[config.mk]
export PLATFORM = sky130hd
export DESIGN_NAME = pingpong_buf_ctrl
export DESIGN_NICKNAME = d
export VERILOG_FILES = /design/src/rtl/ppbuf_pkg.sv /design/src/rtl/ppbuf_ctrl.sv /design/src/rtl/ppbuf_datapath.sv /design/src/rtl/pingpong_buf_ctrl.sv
export SDC_FILE = /design/constraint.sdc
export NUM_CORES = 2
export LEC_CHECK = 0
export BUFFER_PORTS_ARGS = -buffer_cell sky130_fd_sc_hd__clkbuf_2
export CELL_PAD_IN_SITES_DETAIL_PLACEMENT = 1
export CELL_PAD_IN_SITES_GLOBAL_PLACEMENT = 2
export CORE_MARGIN = 4
export CORE_UTILIZATION = 35
export DETAILED_ROUTE_END_ITERATION = 12
export PLACE_DENSITY_LB_ADDON = 0.1
export SLEW_MARGIN = 30
export SYNTH_ARGS = -nofsm -noshare
export SYNTH_HDL_FRONTEND = slang
export SYNTH_SLANG_ARGS = --single-unit
[constraint.sdc]
create_clock -name clk -period 3.7 [get_ports clk]
set_input_delay 0.37 -clock clk [delete_from_list [all_inputs] [get_ports clk]]
set_output_delay 0.37 -clock clk [all_outputs]
set_load 0.05 [all_outputs]
[src/rtl/ppbuf_pkg.sv]
package ppbuf_pkg;

  // Strobes the control hands to the datapath each cycle.
  typedef struct packed {
    logic wrEn;
    logic wrBank;
    logic rdEn;
    logic rdBank;
  } ppStrobes_t;

endpackage

[src/rtl/ppbuf_ctrl.sv]
module ppbuf_ctrl
  import ppbuf_pkg::*;
#(
  parameter int LEN_W     = 13,
  parameter int ADDR_W    = 8,
  parameter int MIN_LEN   = 40,
  parameter int LEN_LIMIT = 256,
  parameter int USE_ND    = 1
) (
  input  logic              clk,
  input  logic              rstN,
  input  logic              ce,
  input  logic              sclr,
  input  logic              fdIn,
  input  logic              nd,
  input  logic [LEN_W-1:0]  blkLen,
  input  logic              outReady,
  output ppStrobes_t        strb,
  output logic [ADDR_W-1:0] wrAddr,
  output logic [ADDR_W-1:0] rdAddr,
  output logic              rffd,
  output logic              rfd,
  output logic              outValid,
  output logic              lenValid
);

  localparam logic [LEN_W-1:0] ONE = LEN_W'(1);

  // load side state
  logic             loading;
  logic [LEN_W-1:0] wrCnt;
  logic [LEN_W-1:0] loadLen;
  logic             wrBank;
  // shared bank state
  logic [1:0]            full;
  logic [1:0][LEN_W-1:0] bankLen;
  // drain side state
  logic             draining;
  logic [LEN_W-1:0] rdCnt;
  logic             rdBank;

  logic ndQ, rffdC, validFd, wrStep, lastWrFd, lastWr, loadDone;
  logic drainStart, drainStep, drainLast, lenInRange;

  always_comb begin
    ndQ        = (USE_ND != 0) ? nd : 1'b1;
    rffdC      = !loading && !full[wrBank];
    validFd    = fdIn && ndQ && rffdC;
    wrStep     = loading && ndQ;
    lastWrFd   = validFd && (blkLen <= ONE);
    lastWr     = wrStep && (wrCnt == loadLen - ONE);
    loadDone   = lastWrFd || lastWr;
    drainStart = !draining && full[rdBank] && outReady;
    drainStep  = draining && outReady;
    drainLast  = drainStep && (rdCnt == bankLen[rdBank] - ONE);
    lenInRange = (blkLen >= LEN_W'(MIN_LEN)) && (blkLen <= LEN_W'(LEN_LIMIT));
  end

  always_comb begin
    strb.wrEn   = ce && !sclr && (validFd || wrStep);
    strb.wrBank = wrBank;
    strb.rdEn   = ce && !sclr && drainStep;
    strb.rdBank = rdBank;
    wrAddr      = validFd ? '0 : wrCnt[ADDR_W-1:0];
    rdAddr      = rdCnt[ADDR_W-1:0];
    rffd        = rffdC;
    rfd         = loading || rffdC;
  end

  always_ff @(posedge clk or negedge rstN) begin
    if (!rstN) begin
      loading  <= 1'b0;
      wrCnt    <= '0;
      loadLen  <= '0;
      wrBank   <= 1'b0;
      full     <= '0;
      bankLen  <= '0;
      draining <= 1'b0;
      rdCnt    <= '0;
      rdBank   <= 1'b0;
      outValid <= 1'b0;
      lenValid <= 1'b0;
    end else if (ce && sclr) begin
      loading  <= 1'b0;
      wrCnt    <= '0;
      loadLen  <= '0;
      wrBank   <= 1'b0;
      full     <= '0;
      bankLen  <= '0;
      draining <= 1'b0;
      rdCnt    <= '0;
      rdBank   <= 1'b0;
      outValid <= 1'b0;
      lenValid <= 1'b0;
    end else if (ce) begin
      // load side
      if (validFd) begin
        loadLen  <= blkLen;
        wrCnt    <= ONE;
        loading  <= !lastWrFd;
        lenValid <= lenInRange;
      end else if (wrStep) begin
        wrCnt <= wrCnt + ONE;
        if (lastWr) loading <= 1'b0;
      end
      if (loadDone) begin
        full[wrBank]    <= 1'b1;
        bankLen[wrBank] <= validFd ? blkLen : loadLen;
        wrBank          <= ~wrBank;
      end
      // drain side, frozen while downstream is not ready
      if (outReady) begin
        outValid <= draining;
        if (drainStart) begin
          draining <= 1'b1;
          rdCnt    <= '0;
        end else if (draining) begin
          if (drainLast) begin
            draining <= 1'b0;
            rdCnt    <= '0;
            rdBank   <= ~rdBank;
          end else begin
            rdCnt <= rdCnt + ONE;
          end
        end
      end
      if (drainLast) full[rdBank] <= 1'b0;
    end
  end

endmodule

[src/rtl/ppbuf_datapath.sv]
module ppbuf_datapath
  import ppbuf_pkg::*;
#(
  parameter int CHANNELS = 4,
  parameter int DEPTH    = 256,
  parameter int ADDR_W   = 8
) (
  input  logic                clk,
  input  ppStrobes_t          strb,
  input  logic [ADDR_W-1:0]   wrAddr,
  input  logic [ADDR_W-1:0]   rdAddr,
  input  logic [ADDR_W-1:0]   ilvAddr,
  input  logic [CHANNELS-1:0] dataIn,
  output logic [CHANNELS-1:0] rdDataLin,
  output logic [CHANNELS-1:0] rdDataIlv
);

  localparam int NBANK = 2;

  logic [NBANK-1:0][CHANNELS-1:0] linQ;
  logic [NBANK-1:0][CHANNELS-1:0] ilvQ;
  logic selQ;

  for (genvar b = 0; b < NBANK; b++) begin : g_bank
    logic [CHANNELS-1:0] mem [DEPTH];
    logic hitWr, hitRd;
    assign hitWr = strb.wrEn && (strb.wrBank == 1'(b));
    assign hitRd = strb.rdEn && (strb.rdBank == 1'(b));
    always_ff @(posedge clk) begin
      if (hitWr) mem[wrAddr] <= dataIn;
      if (hitRd) begin
        linQ[b] <= mem[rdAddr];
        ilvQ[b] <= mem[ilvAddr];
      end
    end
  end

  always_ff @(posedge clk) begin
    if (strb.rdEn) selQ <= strb.rdBank;
  end

  assign rdDataLin = linQ[selQ];
  assign rdDataIlv = ilvQ[selQ];

endmodule

[src/rtl/pingpong_buf_ctrl.sv]
module pingpong_buf_ctrl
  import ppbuf_pkg::*;
#(
  parameter int CHANNELS = 4,
  parameter int DEPTH    = 256,
  parameter int LEN_W    = 13,
  parameter int MIN_LEN  = 40,
  parameter int MAX_LEN  = 5114,
  parameter int USE_ND   = 1,
  localparam int ADDR_W    = $clog2(DEPTH),
  localparam int LEN_LIMIT = (MAX_LEN < DEPTH) ? MAX_LEN : DEPTH
) (
  input  logic                clk,
  input  logic                rstN,
  input  logic                ce,
  input  logic                sclr,
  input  logic                fdIn,
  input  logic                nd,
  input  logic [LEN_W-1:0]    blkLen,
  input  logic [CHANNELS-1:0] dataIn,
  output logic                rffd,
  output logic                rfd,
  output logic                lenValid,
  input  logic                outReady,
  output logic                outValid,
  output logic [ADDR_W-1:0]   outLinAddr,
  input  logic [ADDR_W-1:0]   ilvAddr,
  output logic [CHANNELS-1:0] rdDataLin,
  output logic [CHANNELS-1:0] rdDataIlv
);

  ppStrobes_t        strb;
  logic [ADDR_W-1:0] wrAddr;
  logic [ADDR_W-1:0] rdAddr;

  ppbuf_ctrl #(
    .LEN_W(LEN_W), .ADDR_W(ADDR_W), .MIN_LEN(MIN_LEN),
    .LEN_LIMIT(LEN_LIMIT), .USE_ND(USE_ND)
  ) u_ctrl (
    .clk(clk), .rstN(rstN), .ce(ce), .sclr(sclr), .fdIn(fdIn), .nd(nd),
    .blkLen(blkLen), .outReady(outReady), .strb(strb), .wrAddr(wrAddr),
    .rdAddr(rdAddr), .rffd(rffd), .rfd(rfd), .outValid(outValid),
    .lenValid(lenValid)
  );

  ppbuf_datapath #(
    .CHANNELS(CHANNELS), .DEPTH(DEPTH), .ADDR_W(ADDR_W)
  ) u_dp (
    .clk(clk), .strb(strb), .wrAddr(wrAddr), .rdAddr(rdAddr),
    .ilvAddr(ilvAddr), .dataIn(dataIn), .rdDataLin(rdDataLin),
    .rdDataIlv(rdDataIlv)
  );

  assign outLinAddr = rdAddr;

endmodule

-- Word-level counts from Yosys, hierarchy flattened
Memories as Yosys holds them, arrays and structs flattened. A register that Yosys moved wholly into a read port is not among the register bits.
Index checks and enable logic that the tools add are counted.
- bits in registers: 74
- bits in latches: 0
- memory bits (writable): 2048
- bits in read-only memories: 0
- bits of input ports: 32
- output and inout port bits: 20
- memories kept: 2
- $add $sub $neg: 4
- $mul: 0
- div/mod/pow operators: 0
- $lt $le $gt $ge: 8
- equality and inequality tests: 3
- shift-type cells: 0
- multiplexer cells: 70
- bitwise operators: 5
- reductions and logical operators: 45
- memories (memory ; words ; width ; rd ports ; clocked after memory_dff ; write ports ; line ; text):
    u_dp.g_bank[0].mem ; 256 ; 4 ; 2 ; 2 ; 1 ; ppbuf_datapath.sv:25 ; logic [CHANNELS-1:0] mem [DEPTH];
    u_dp.g_bank[1].mem ; 256 ; 4 ; 2 ; 2 ; 1 ; ppbuf_datapath.sv:25 ;
- operators by type and width (operator ; count):
    $mux W13 ; 16
    $mux W26 ; 3
    $mux W1 ; 36
    $add A13 B1 Y13 const B ; 2
    $bwmux W26 ; 1
    $eq A13 B13 Y1 ; 2
    $sub A13 B1 Y13 const B ; 2
    $logic_and A1 B1 Y1 ; 21
    $mux W4 ; 4
    $demux W13 S1 ; 1
    $ge A13 B6 Y1 const B ; 1
    $le A13 B1 Y1 const B ; 1
    $le A13 B9 Y1 const B ; 1
    $mux W2 ; 6
    $reduce_bool A2 Y1 ; 6
    $reduce_bool A3 Y1 ; 3
    $mux W8 ; 1
    $reduce_and A2 Y1 ; 4
    $lt A1 B2 Y1 const B ; 3
    $reduce_and A3 Y1 ; 2
    $logic_not A1 Y1 ; 5
    $reduce_and A5 Y1 ; 1
    $logic_or A1 B1 Y1 ; 3
    $and A2 B2 Y2 ; 1
    other kinds (6) ; 9

-- Depth between registers and ports, before layout
- depth after elaboration: 14
- mapped depth: 13

-- Cells and area by module
A second synthesis with hierarchy kept.
- cells, all modules: 5913
- area, all modules: 102783.6 um^2
- modules (own cells, without submodules) (module ; instances ; cells each ; area an instance (um^2) ; sequential area each (um^2)):
    ppbuf_datapath ; 1 ; 5370 ; 97878.9 ; 62009.5
    ppbuf_ctrl ; 1 ; 543 ; 4904.7 ; 1826.8

-- Least setup slack after synthesis
OpenSTA, ideal clock, no wires.
- path type: register -> register
- start: reg u_ctrl.rdCnt[0]
- end: reg u_dp.linQ[4] (netlist bit) (read register of u_dp.g_bank[1].mem) (data pin)
- setup time: 0.256 ns
- data arrival time: 3.257 ns
- data required time: 3.444 ns
- slack: 0.187 ns
- stages on the path, launching flop included: 11
- buffers on the path: 5
- period minus slack after synthesis: 3.513 ns
- cell sequence: dfrtp_1 > clkbuf_1 > buf_2 > buf_2 > buf_2 > buf_1 > mux4_2 > mux4_2 > a221oi_1 > o21ai_0 > o211a_1
- RTL lines (what ; line ; text):
    start: declaration ; ppbuf_ctrl.sv:39 ; logic [LEN_W-1:0] rdCnt;
    start signal: assignment ; ppbuf_ctrl.sv:123 ; rdCnt <= rdCnt + ONE;
    end: declaration ; ppbuf_datapath.sv:20 ; logic [NBANK-1:0][CHANNELS-1:0] linQ;

==> results.cfg <==
[finish]
finalNonFillerCells = 9533
final_core_occ = 0.409
area.growth.synth_to_final_pct = 16.3
finish.instance_area_um2 = 118000
final_nets = 5583
fraction_of_layout_cells_with_a_size_suffix_above_1 = 0.380
layout.filler_cells = 27200

[logic_synthesis]
postSynthAreaPerCell_um2 = 19.4
synth_top_area_cell = sky130_fd_sc_hd__edfxtp_1
synth.cells.most_frequent = 2065 x sky130_fd_sc_hd__edfxtp_1, 1252 x sky130_fd_sc_hd__mux4_2, 574 x sky130_fd_sc_hd__nor2_1
synthesis.nets = 5254
number_of_flops_mapped_to_enable_cells_by_yosys = 2065
ys_ff_latch = 2138
synth_area_um2 = 101000
synth.yosys.warnings = 0
syn_inst = 5218
async_set_or_reset_register_ratio_after_synthesis = 0.0341
synth_ff_type = sky130_fd_sc_hd__edfxtp_1
yosys-top-cells-area = sky130_fd_sc_hd__edfxtp_1 61%, sky130_fd_sc_hd__mux4_2 28%, sky130_fd_sc_hd__nor2_1 2.1%
cell_with_the_most_instances_after_synthesis = sky130_fd_sc_hd__edfxtp_1
synth_cell_types = 71
post-synth-top-area-fraction = 0.611
yosysSeqAreaShare = 0.629

[sta]
setup-tns-final_ns = 0
worst_case_clock_skew_ns = 0.0386
worstMarginPinSlew_ns = 1.09
grt_setup_unrepaired = no
finalHoldWorstSlack_ns = 0.0480
slew_viol_final = 0
min_period_ns = 3.61
worst_slew_margin_rel = 0.277
finalCritPeriodShare = 0.976
hold_viol = 0
finalSetupViolations = 0
fmax_ghz = 0.277
postLayoutSetupSlackWorst_ns = 0.0887

[placed_design]
numPortBuffers = 51
hpwl_reported_at_the_end_of_detailed_placement_mm = 245
placed_cells = 9057
pre_cts_slack_ns = -0.167
placed_cell_area_um2 = 110000
place_congestion = 0.838

[global_routing]
grt_overflow = 0
first_global_vias = 60800
grt_first_pass_wirelength_mm = 505
grt_max_degree = 125
antenna_violations_before_repair = 21
total_routing_resource_utilization_after_global_routing = 0.240

[pwr]
power.total_mw = 64.7
power_report.internal_total_mw = 46.8
power_switching_mw = 17.9
leakagePower_nw = 36.7
netSwitchingFraction = 0.276
vdd.ir_drop.worst_uv = 420
clkPwrFrac = 0.381
power.share.sequential = 0.413
power.density_nw_per_um2 = 548
pwr-share-comb = 0.207

[worst_setup_path]
crit_chain = buf_12, buf_12, buf_4, mux4_2, mux4_2, a22oi_1, o211ai_1, and4_1
setup.reg_to_reg.worst_slack_ns = 0.09
worstSetupEndpointType = flip-flop
critPathKind = reg2reg
worst_setup_path_start_kind = flip-flop
critical_path.slowest_cell = sky130_fd_sc_hd__mux4_2
worst_ep_arrival_time_ns = 4.26
critPathRequiredTime_ns = 4.35
crit_path_max_fanout = 16
reg2reg_to = u_dp.linQ[1]
ff2ff_path_depth = 8
regToRegStartpoint = u_ctrl.rdCnt[0]
worst_path_largest_cell_delay_ns = 0.56

[clocking]
tritoncts = done
clock-root-buffer = sky130_fd_sc_hd__clkbuf_16
clock_sink_count = 2138
clk_pin_slew_ns = 0.06
cts-buffers-inserted = 244
clock_latency_ns = 0.91
h-tree-depth = 4
clock_path_buffers = 4

[drt]
wl_per_cell_um = 38.0
post-route-drc-count = 0
viasPerCell = 6.01
drt-total-wl_mm = 363
drtIter0Drc = 6176
drt_first_pass_iters = 5
antenna_left = 0
vias = 57300

[floorplanning]
design.die.area_um2 = 299000
effective_utilization_at_floorplan = 0.352
die_width_um = 546
ios = 52
die-height_um = 546
core_um2 = 288000
std_cell_rows = 197

[worst_hold_path]
hold_path.class = in2reg
min_from = dataIn[3]
hold_critical_path_endpoint = u_dp.g_bank[0].mem[34][3]
whs_path_depth = 1

[flow_run]
cap_violations = 0

[status]
status = completed
[sequential cells by signal (all words and copies together) (netlist names)]
| signal | count |
|---|---|
| u_dp.g_bank.mem | 2048 |
| u_ctrl.bankLen | 26 |
| u_ctrl.loadLen | 13 |
| u_ctrl.rdCnt | 13 |
| u_ctrl.wrCnt | 13 |
| u_dp.ilvQ | 8 |
| u_dp.linQ | 8 |
| u_ctrl.full | 2 |
| u_ctrl.draining | 1 |
| u_ctrl.lenValid | 1 |
| u_ctrl.loading | 1 |
| u_ctrl.outValid | 1 |
| u_ctrl.rdBank | 1 |
| u_ctrl.wrBank | 1 |
| u_dp.selQ | 1 |
[kinds of logic (layout without fill, tap and decap cells)]
| logic type | count (synthesis) | after routing | share of synthesized area |
|---|---|---|---|
| AO/OA/AOI/OAI | 298 | 298 | 0.0212 |
| XOR/XNOR | 41 | 41 | 0.00354 |
| adder cells (fa/ha/maj) | 4 | 4 | 0.000493 |
| buffers and inverters | 465 | 993 | 0.0186 |
| flip-flops | 2138 | 2138 | 0.629 |
| multiplexers | 1370 | 1370 | 0.290 |
| other | 0 | 6 | 0 |
| AND/OR/NAND/NOR | 902 | 902 | 0.0373 |
[power groups by stage]
stage	Clock [mW]	Sequential (mW)	Combinational (mW)
floorplan	0	27.1	7.58
global placement	0	27.2	13.4
detailed placement	0	27.2	13.4
CTS	25.2	26.7	13.5
global route	26.2	26.7	13.9
finish	24.6	26.7	13.4
[area by class of cell]
type / count / area [µm²] / area share
clock buffers: 290 / 6360 / 0.0539
well taps: 3781 / 4730 / 0.0401
diodes: 6 / 15.0 / 0.000127
repair buffers: 528 / 5410 / 0.0458
multi-input cells: 2615 / 36000 / 0.305
clock inverters: 155 / 1600 / 0.0135
flip-flops and latches: 2138 / 63900 / 0.541
inverters: 20 / 82.6 / 0.000700
[layout by cell type, fill, tap and decap left out, types with 8 or more instances in the layout]
| cell type | synthesis | routed |
|---|---|---|
| sky130_fd_sc_hd__clkbuf_16 | 0 | 248 |
| sky130_fd_sc_hd__buf_4 | 11 | 344 |
| sky130_fd_sc_hd__clkinv_2 | 0 | 53 |
| sky130_fd_sc_hd__nor2_1 | 574 | 570 |
| sky130_fd_sc_hd__a21oi_1 | 50 | 48 |
| sky130_fd_sc_hd__mux4_2 | 1252 | 1252 |
| sky130_fd_sc_hd__nor4_1 | 11 | 11 |
| sky130_fd_sc_hd__nor2b_1 | 9 | 8 |
| sky130_fd_sc_hd__o22ai_1 | 15 | 15 |
| sky130_fd_sc_hd__nand2_4 | 0 | 11 |
| sky130_fd_sc_hd__clkinv_1 | 2 | 46 |
| sky130_fd_sc_hd__edfxtp_1 | 2065 | 2065 |
| sky130_fd_sc_hd__and4_1 | 9 | 9 |
| sky130_fd_sc_hd__clkbuf_1 | 273 | 42 |
| sky130_fd_sc_hd__mux2_2 | 12 | 12 |
| sky130_fd_sc_hd__dlygate4sd3_1 | 0 | 22 |
| sky130_fd_sc_hd__xor2_1 | 15 | 15 |
| sky130_fd_sc_hd__mux2i_1 | 106 | 105 |
| sky130_fd_sc_hd__inv_1 | 16 | 16 |
| sky130_fd_sc_hd__o21ai_0 | 33 | 33 |
| sky130_fd_sc_hd__bufinv_16 | 0 | 30 |
| sky130_fd_sc_hd__nor3_1 | 25 | 22 |
| sky130_fd_sc_hd__clkbuf_2 | 0 | 40 |
| sky130_fd_sc_hd__a31oi_1 | 15 | 15 |
| sky130_fd_sc_hd__clkinvlp_4 | 0 | 12 |
| sky130_fd_sc_hd__dfrtp_1 | 73 | 66 |
| sky130_fd_sc_hd__nand3_1 | 30 | 27 |
| sky130_fd_sc_hd__a22o_1 | 49 | 49 |
| sky130_fd_sc_hd__nand2_1 | 171 | 160 |
| sky130_fd_sc_hd__xnor2_1 | 26 | 26 |
| sky130_fd_sc_hd__nor3b_1 | 14 | 12 |
| sky130_fd_sc_hd__nand4_1 | 13 | 13 |
| sky130_fd_sc_hd__a22oi_1 | 71 | 69 |
| sky130_fd_sc_hd__buf_12 | 0 | 115 |
[worst max-delay path by stage]
| stage | endpoint | cells past startpoint | slack [ns] | from |
|---|---|---|---|---|
| after global routing | u_ctrl.bankLen[3] | 11 | 0.009 | u_ctrl.loadLen[0] |
| after floorplan | u_dp.linQ[4] | 10 | 0.19 | u_ctrl.rdCnt[0] |
| after detailed placement | u_dp.ilvQ[1] | 9 | -0.17 | ilvAddr[0] |
| after CTS | u_dp.linQ[3] | 9 | 0.13 | u_ctrl.rdCnt[0] |
| after global placement | u_dp.ilvQ[1] | 8 | -0.41 | ilvAddr[0] |
| final | u_dp.linQ[1] | 8 | 0.09 | u_ctrl.rdCnt[0] |
[worst max-delay path, delay by kind of cell (launching register included)]
family | cells | cell delay (ns)
multiplexers | 2 | 1.11
flip-flops | 1 | 0.44
AND/OR/NAND/NOR | 1 | 0.34
AO/OA/AOI/OAI | 2 | 0.69
buffers and inverters | 3 | 0.70
[per-layer routing]
layer	global-route usage	wire, µm	vias to the layer above
met5	0	54	-
met4	0.0648	10300	8
met3	0.0360	20100	456
met2	0.393	176000	1882
met1	0.335	156000	32000
li1	-	-	22900
[timing repair]
| item | 4_1_cts | 5_1_grt |
|---|---|---|
| setup endpoints to repair | 6 | 25 |
| hold buffers | 22 | 0 |
| gates resized for setup | 2 | 2 |
| cloned | 0 | 0 |
| hold endpoints to repair | 156 | 0 |
| setup buffers | 3 | 0 |
No activity file was read; power rests on OpenSTA's default activity.
